--- config.mk ---
export PLATFORM = sky130hd
export DESIGN_NAME = vram_rect_copy
export DESIGN_NICKNAME = d
export VERILOG_FILES = /design/src/rtl/vrc_pkg.sv /design/src/rtl/vrc_decode.sv /design/src/rtl/vrc_linebuf.sv /design/src/rtl/vrc_seq.sv /design/src/rtl/vram_rect_copy.sv
export SDC_FILE = /design/constraint.sdc
export NUM_CORES = 1
export LEC_CHECK = 0
export CORE_MARGIN = 1
export CORE_UTILIZATION = 45
export CTS_BUF_LIST = sky130_fd_sc_hd__clkbuf_4 sky130_fd_sc_hd__clkbuf_8
export DETAILED_ROUTE_END_ITERATION = 16
export DONT_BUFFER_PORTS = 1
export GPL_TIMING_DRIVEN = 1
export SYNTH_ARGS = -nofsm -noshare
export SYNTH_HDL_FRONTEND = slang
export SYNTH_SLANG_ARGS = --single-unit
export TNS_END_PERCENT = 5
--- constraint.sdc ---
create_clock -name clk -period 5.05 [get_ports clk]
set_input_delay 0.2525 -clock clk [delete_from_list [all_inputs] [get_ports clk]]
set_output_delay 0.2525 -clock clk [all_outputs]
set_load 0.1 [all_outputs]
--- src/rtl/vrc_pkg.sv ---
package vrc_pkg;

    localparam int PIX_W    = 16;
    localparam int X_LSB    = 0;
    localparam int Y_LSB    = 16;

    typedef logic [15:0] vrc_dim_t;

    typedef enum logic [2:0] {
        VRC_IDLE,
        VRC_STREAM,
        VRC_FILL,
        VRC_DRAIN,
        VRC_DONE
    } vrc_state_e;

    typedef struct packed {
        vrc_dim_t sx;
        vrc_dim_t sy;
        vrc_dim_t dx;
        vrc_dim_t dy;
        vrc_dim_t w;
        vrc_dim_t h;
        logic     mask;
        logic     staged;
        logic     skip;
    } vrc_job_t;

    // ((raw - 1) mod 2^bits) + 1 : a zero field means the full span
    function automatic vrc_dim_t span_decode(input logic [31:0] raw, input int bits);
        logic [31:0] lim;
        lim = (32'd1 << bits) - 32'd1;
        return vrc_dim_t'(((raw - 32'd1) & lim) + 32'd1);
    endfunction

    // length of the segment starting at column offset base
    function automatic vrc_dim_t seg_len(input vrc_dim_t w, input vrc_dim_t base,
                                         input logic staged, input int chunk);
        vrc_dim_t rem;
        rem = w - base;
        if (staged && rem > vrc_dim_t'(chunk))
            return vrc_dim_t'(chunk);
        return rem;
    endfunction

endpackage

--- src/rtl/vrc_decode.sv ---
module vrc_decode
    import vrc_pkg::*;
#(
    parameter int XB = 10,
    parameter int YB = 9
) (
    input  logic [31:0] src_word,
    input  logic [31:0] dst_word,
    input  logic [31:0] size_word,
    input  logic        force_mask,
    output vrc_job_t    job
);
    localparam logic [16:0] COLS = 17'(1 << XB);

    logic [16:0] s_end;
    logic [16:0] d_end;
    logic        unused_bits;

    assign unused_bits = ^{src_word, dst_word};

    always_comb begin
        job.sx   = vrc_dim_t'(src_word[X_LSB +: XB]);
        job.sy   = vrc_dim_t'(src_word[Y_LSB +: YB]);
        job.dx   = vrc_dim_t'(dst_word[X_LSB +: XB]);
        job.dy   = vrc_dim_t'(dst_word[Y_LSB +: YB]);
        job.w    = span_decode(size_word, XB);
        job.h    = span_decode({16'd0, size_word[31:16]}, YB);
        job.mask = force_mask;
        s_end    = {1'b0, job.sx} + {1'b0, job.w};
        d_end    = {1'b0, job.dx} + {1'b0, job.w};
        job.staged = ((job.sx < job.dx) && ({1'b0, job.dx} < s_end))
                   || (s_end > COLS) || (d_end > COLS) || force_mask;
        job.skip = (job.sx == job.dx) && (job.sy == job.dy) && !force_mask;
    end

endmodule

--- src/rtl/vrc_linebuf.sv ---
module vrc_linebuf #(
    parameter int DEPTH = 64,
    parameter int W     = 16,
    localparam int AW   = (DEPTH > 1) ? $clog2(DEPTH) : 1
) (
    input  logic          clk,
    input  logic          we,
    input  logic [AW-1:0] waddr,
    input  logic [W-1:0]  wdata,
    input  logic [AW-1:0] raddr,
    output logic [W-1:0]  rdata
);
    logic [W-1:0] store [DEPTH];

    always_ff @(posedge clk) begin
        if (we)
            store[waddr] <= wdata;
    end

    assign rdata = store[raddr];

endmodule

--- src/rtl/vrc_seq.sv ---
module vrc_seq
    import vrc_pkg::*;
#(
    parameter int XB    = 10,
    parameter int YB    = 9,
    parameter int CHUNK = 64,
    localparam int AW   = XB + YB,
    localparam int LBW  = (CHUNK > 1) ? $clog2(CHUNK) : 1
) (
    input  logic           clk,
    input  logic           rst,
    input  logic           start,
    input  vrc_job_t       job,
    output logic           busy,
    output logic           done,
    output logic           rd_en,
    output logic [AW-1:0]  rd_addr,
    output logic           wr_en,
    output logic [AW-1:0]  wr_addr,
    output logic           wr_sel,
    output logic           mask_q,
    output logic           lb_we,
    output logic [LBW-1:0] lb_waddr,
    output logic [LBW-1:0] lb_raddr
);
    vrc_state_e st;
    vrc_job_t   job_q;
    vrc_dim_t   row, base, slen, idx, pend_i;
    logic       pend_v;

    vrc_dim_t   next_base;
    vrc_dim_t   wr_off;
    logic       last_write;
    logic       seg_more;
    logic       row_more;
    logic [XB-1:0] rd_col, wr_col;
    logic [YB-1:0] rd_row, wr_row;
    logic       unused_q;

    assign unused_q = job_q.skip;

    always_comb begin
        busy  = (st != VRC_IDLE);
        done  = (st == VRC_DONE);
        rd_en = 1'b0;
        wr_en = 1'b0;
        lb_we = 1'b0;
        unique case (st)
            VRC_STREAM: begin
                rd_en = (idx < slen);
                wr_en = pend_v;
            end
            VRC_FILL: begin
                rd_en = (idx < slen);
                lb_we = pend_v;
            end
            VRC_DRAIN: wr_en = 1'b1;
            default: ;
        endcase
    end

    always_comb begin
        wr_off     = (st == VRC_DRAIN) ? idx : pend_i;
        rd_col     = XB'(job_q.sx + base + idx);
        wr_col     = XB'(job_q.dx + base + wr_off);
        rd_row     = YB'(job_q.sy + row);
        wr_row     = YB'(job_q.dy + row);
        next_base  = base + slen;
        seg_more   = (next_base < job_q.w);
        row_more   = ((row + 16'd1) < job_q.h);
        last_write = ((st == VRC_STREAM) && (idx == slen))
                  || ((st == VRC_DRAIN) && (idx == slen - 16'd1));
    end

    assign rd_addr  = {rd_row, rd_col};
    assign wr_addr  = {wr_row, wr_col};
    assign wr_sel   = (st == VRC_DRAIN);
    assign mask_q   = job_q.mask;
    assign lb_waddr = pend_i[LBW-1:0];
    assign lb_raddr = idx[LBW-1:0];

    always_ff @(posedge clk) begin
        if (rst) begin
            st     <= VRC_IDLE;
            job_q  <= '0;
            row    <= '0;
            base   <= '0;
            slen   <= '0;
            idx    <= '0;
            pend_v <= 1'b0;
            pend_i <= '0;
        end else begin
            pend_v <= rd_en;
            pend_i <= idx;
            unique case (st)
                VRC_IDLE: begin
                    if (start) begin
                        job_q <= job;
                        row   <= '0;
                        base  <= '0;
                        idx   <= '0;
                        slen  <= seg_len(job.w, '0, job.staged, CHUNK);
                        if (job.skip)
                            st <= VRC_DONE;
                        else if (job.staged)
                            st <= VRC_FILL;
                        else
                            st <= VRC_STREAM;
                    end
                end
                VRC_FILL: begin
                    if (idx == slen) begin
                        st  <= VRC_DRAIN;
                        idx <= '0;
                    end else begin
                        idx <= idx + 16'd1;
                    end
                end
                VRC_STREAM, VRC_DRAIN: begin
                    if (last_write) begin
                        idx <= '0;
                        if (seg_more) begin
                            base <= next_base;
                            slen <= seg_len(job_q.w, next_base, job_q.staged, CHUNK);
                            st   <= job_q.staged ? VRC_FILL : VRC_STREAM;
                        end else if (row_more) begin
                            row  <= row + 16'd1;
                            base <= '0;
                            slen <= seg_len(job_q.w, '0, job_q.staged, CHUNK);
                            st   <= job_q.staged ? VRC_FILL : VRC_STREAM;
                        end else begin
                            st <= VRC_DONE;
                        end
                    end else begin
                        idx <= idx + 16'd1;
                    end
                end
                VRC_DONE: st <= VRC_IDLE;
                default:  st <= VRC_IDLE;
            endcase
        end
    end

endmodule

--- src/rtl/vram_rect_copy.sv ---
module vram_rect_copy
    import vrc_pkg::*;
#(
    parameter int XB    = 10,
    parameter int YB    = 9,
    parameter int CHUNK = 64,
    localparam int AW   = XB + YB,
    localparam int LBW  = (CHUNK > 1) ? $clog2(CHUNK) : 1
) (
    input  logic              clk,
    input  logic              rst,
    input  logic              start,
    input  logic [31:0]       src_word,
    input  logic [31:0]       dst_word,
    input  logic [31:0]       size_word,
    input  logic              force_mask,
    output logic              busy,
    output logic              done,
    output logic              rd_en,
    output logic [AW-1:0]     rd_addr,
    input  logic [PIX_W-1:0]  rd_data,
    output logic              wr_en,
    output logic [AW-1:0]     wr_addr,
    output logic [PIX_W-1:0]  wr_data
);
    vrc_job_t         job;
    logic             wr_sel;
    logic             mask_q;
    logic             lb_we;
    logic [LBW-1:0]   lb_waddr;
    logic [LBW-1:0]   lb_raddr;
    logic [PIX_W-1:0] lb_rdata;

    vrc_decode #(.XB(XB), .YB(YB)) u_decode (
        .src_word   (src_word),
        .dst_word   (dst_word),
        .size_word  (size_word),
        .force_mask (force_mask),
        .job        (job)
    );

    vrc_seq #(.XB(XB), .YB(YB), .CHUNK(CHUNK)) u_seq (
        .clk      (clk),
        .rst      (rst),
        .start    (start),
        .job      (job),
        .busy     (busy),
        .done     (done),
        .rd_en    (rd_en),
        .rd_addr  (rd_addr),
        .wr_en    (wr_en),
        .wr_addr  (wr_addr),
        .wr_sel   (wr_sel),
        .mask_q   (mask_q),
        .lb_we    (lb_we),
        .lb_waddr (lb_waddr),
        .lb_raddr (lb_raddr)
    );

    vrc_linebuf #(.DEPTH(CHUNK), .W(PIX_W)) u_linebuf (
        .clk   (clk),
        .we    (lb_we),
        .waddr (lb_waddr),
        .wdata (rd_data),
        .raddr (lb_raddr),
        .rdata (lb_rdata)
    );

    assign wr_data = (wr_sel ? lb_rdata : rd_data) | {mask_q, {(PIX_W-1){1'b0}}};

endmodule

==> reports/qor.txt <==
outcome -> complete, no violations
H-tree Lvls -> 4
# rows -> 123
CP required -> 5.79 ns
Root Driver -> clkbuf_8
total grt overflow -> 0
Vias/cell -> 5.86
met2 routed WL -> 68100 µm
placed wire-length estimate -> 87300 µm
share of layout cells above drive strength 1 -> 25.9%
CTS buffer count -> 187
Max-cap violations -> 0
CP endpoint kind -> flop
Syn Std Cell Area -> 51500 µm²
Synth async-reset ratio -> 0%
vias in the first global route -> 30900
CTS tree -> built
wire length on met1 -> 58100 µm
CTS max path bufs -> 3
Worst slew margin -> 21.0%
post-synthesis sequential area ratio -> 65.3%
1st-pass router iterations -> 6
Post-Syn Nets -> 3407
Tcrit/Tclk final -> 95.7%
Layout area overhead -> 16.5%
worst hold stages -> 5
Mapped Cells -> 3135
core footprint -> 113000 µm²
setup TNS -> 0 ns
reg-to-reg critical path startpoint -> u_seq.slen[1]
Max Slew Vio Count -> 0
Seq cells post-synth -> 1169
DR vias -> 30100
clk_skew -> 0.0356 ns
drt drc -> 0
Non-Filler Instances -> 5142
first-pass GRT wire length -> 206000 µm
Worst path slowest cell -> or4b_4
Startpoint Class -> flop
Synth cell types -> 75
IO Count -> 174
initial antenna violation count -> 18
r2r worst-path depth -> 20
Lkg Pwr -> 20.2 nW
initial drt markers -> 2976
average size of a mapped cell -> 16.4 µm²
Critical Path AT -> 5.58 ns
clock sinks -> 1169
Setup Viol. Count Final -> 0
clock slew at reported path FFs -> 0.06 ns
WL met3 -> 9370 µm
Total GRT Usage -> 24.3%
Fin. Hold Viols -> 0
min-delay worst type -> primary input to flop
Worst Hold End -> u_seq.job_q[29]
DP Cell Count -> 4685
pin count of the biggest net entering global routing -> 121
Max FO, Critical Path -> 7
peak supply drop -> 0.243 mV
Max Freq -> 207 MHz
CP max stage delay -> 0.57 ns
Hold Startpoint -> size_word[8]
Starting Density -> 45.6%
Top Layer Used -> met5
WL/cell -> 27.2 µm
buffers plus inverters on the worst setup path -> 3
Net count, final -> 3770
Finished Core Util -> 53.2%
Worst Tran Pin Value -> 1.18 ns
RR Endpoint -> u_seq.slen[8]
Final Wtd Congestion -> 0.921
CP dominant cell by count -> buf_4
number of flops mapped to enable cells by yosys -> 1024
ANT nets after route -> 0
fill cell count -> 8976
Die Width -> 340 µm
clk_lat worst skew -> 0.87 ns
port bufs -> 0
Post-Route WL -> 140000 µm
Crit path max-delay family -> compound AO/OA/AOI/OAI gates
Die ar. -> 116000 µm²
synth warn -> 0
main flop type after synthesis -> edfxtp_1
worst setup path class -> flop to flop
Tmin final -> 4.83 ns
critical path, cell by cell -> buf_4, ha_1, a211oi_1, or2_2, nand2_1, nand3_1, nand2_1, xnor2_1, ha_1, a21o_1, o2bb2ai_2, a21o_1, o21ai_0, or3_4, or4b_4, a221o_1, buf_4, buf_4, a221o_1, o31ai_1
r2r setup slk -> 0.22 ns
height of the die -> 340 µm
pwr dens -> 404 nW/µm²
==> cells by family (layout without fill, tap and decap cells) <==
kind of cell / count (synthesis) / in the layout / share of synthesized area, %
multiplexers: 374 / 374 / 15.5
AO/OA/AOI/OAI: 405 / 405 / 4.91
other: 0 / 7 / 0
XOR/XNOR: 130 / 130 / 2.21
flip-flops: 1169 / 1169 / 65.3
adder cells (fa/ha/maj): 156 / 156 / 4.17
buffers and inverters: 281 / 781 / 2.11
AND/OR/NAND/NOR: 620 / 620 / 5.83
==> tightest hold or removal path: cells and delay by family <==
kind             cells  cell delay (ns)
multiplexers         1             0.29
AO/OA/AOI/OAI        2             0.08
AND/OR/NAND/NOR      2             0.23
==> repair_timing <==
action,CTS,global route
hold buffers,120,0
pin swaps,0,5
endpoints found under the setup margin,8,42
hold endpoints to repair,1169,0
setup buffers,0,4
gates resized for setup,5,14
==> how the worst max path moves through the flow <==
stage	from	end	slack (ns)	cells after the start
2_1_floorplan	u_seq.st[0]	wr_addr[9]	-0.23	18
3_3_place_gp	u_seq.slen[0]	u_seq.slen[15]	0.07	21
3_5_place_dp	u_seq.slen[0]	u_seq.slen[8]	0.02	20
4_1_cts	u_seq.st[0]	wr_addr[9]	0.007	18
5_1_grt	u_seq.st[2]	wr_addr[9]	-0.01	18
6_report	u_seq.slen[1]	u_seq.slen[8]	0.22	20
==> metrics by stage <==
stage	setup slack [ns]	cell area, µm²	hold WS, ns	power (mW)
finish	0.218	60000	0.0801	24.3
global placement	0.0680	54700	0.330	16.0
CTS	0.00730	59900	0.000216	24.4
global route	-0.0109	60000	0.0666	25.2
detailed placement	0.0165	54700	0.335	16.1
floorplan	-0.233	51500	0.351	14.6
==> layout by cell type (no fill, tap or decap), drive strengths merged, types with 26 or more instances in the layout <==
master	Yosys	final
fa	26	26
clkbuf	90	272
xor2	41	41
dlygate4sd3	0	103
edfxtp	1024	1024
dfxtp	145	145
inv	136	145
xnor2	89	89
nand3	33	33
a21o	27	27
nor2b	27	27
clkinv	0	38
ha	130	130
mux4	336	336
nor3	56	56
a21oi	166	166
o21ai	68	68
buf	55	216
nand2	184	184
nor2	163	163
==> where the power goes <==
group          total (mW)  switching (mW)  leakage (nW)  internal [mW]
sequential           10.8           0.182          10.4           10.6
combinational        5.42            3.25          7.89           2.18
clock                8.02            3.72          1.95           4.29
==> state kept, by name, indices dropped and copies added, names as in the netlist, named ones only <==
| signal | count |
|---|---|
| u_seq.base | 16 |
| u_seq.st | 3 |
| u_seq.job_q | 60 |
| u_seq.mask_q | 1 |
| u_seq.idx | 16 |
| u_seq.pend_i | 10 |
| u_seq.pend_v | 1 |
| u_linebuf.store | 1024 |
| u_seq.row | 16 |
| u_seq.slen | 16 |
==> per-layer routing <==
layer	track usage (%)	vias to the layer above
li1	-	13100
met1	32.9	15600
met2	39.7	1180
met3	4.49	235
met4	8.47	8
met5	0	-
==> synth_stat cells (54+ instances only) <==
cell / n / area share, %
edfxtp_1: 1024 / 60
mux4_2: 336 / 15
nand2_1: 184 / 1.3
a21oi_1: 166 / 1.6
nor2_1: 162 / 1.2
dfxtp_1: 145 / 5.6
inv_1: 136 / 0.99
ha_1: 130 / 3.2
clkbuf_1: 90 / 0.66
xnor2_1: 89 / 1.5
o21ai_0: 66 / 0.64
nor3_1: 54 / 0.52
==> cell type report <==
class | instances | area, µm² | area share [%]
Sequential cell | 1169 | 33700 | 56.1
Multi-Input combinational cell | 1685 | 17100 | 28.5
Clock buffer | 272 | 3240 | 5.40
Timing Repair Buffer | 319 | 3180 | 5.30
Tap cell | 1500 | 1880 | 3.13
Inverter | 136 | 510 | 0.850
Clock inverter | 54 | 435 | 0.725
Antenna cell | 7 | 17.5 | 0.0292
Power figures use the tool's default switching activity.
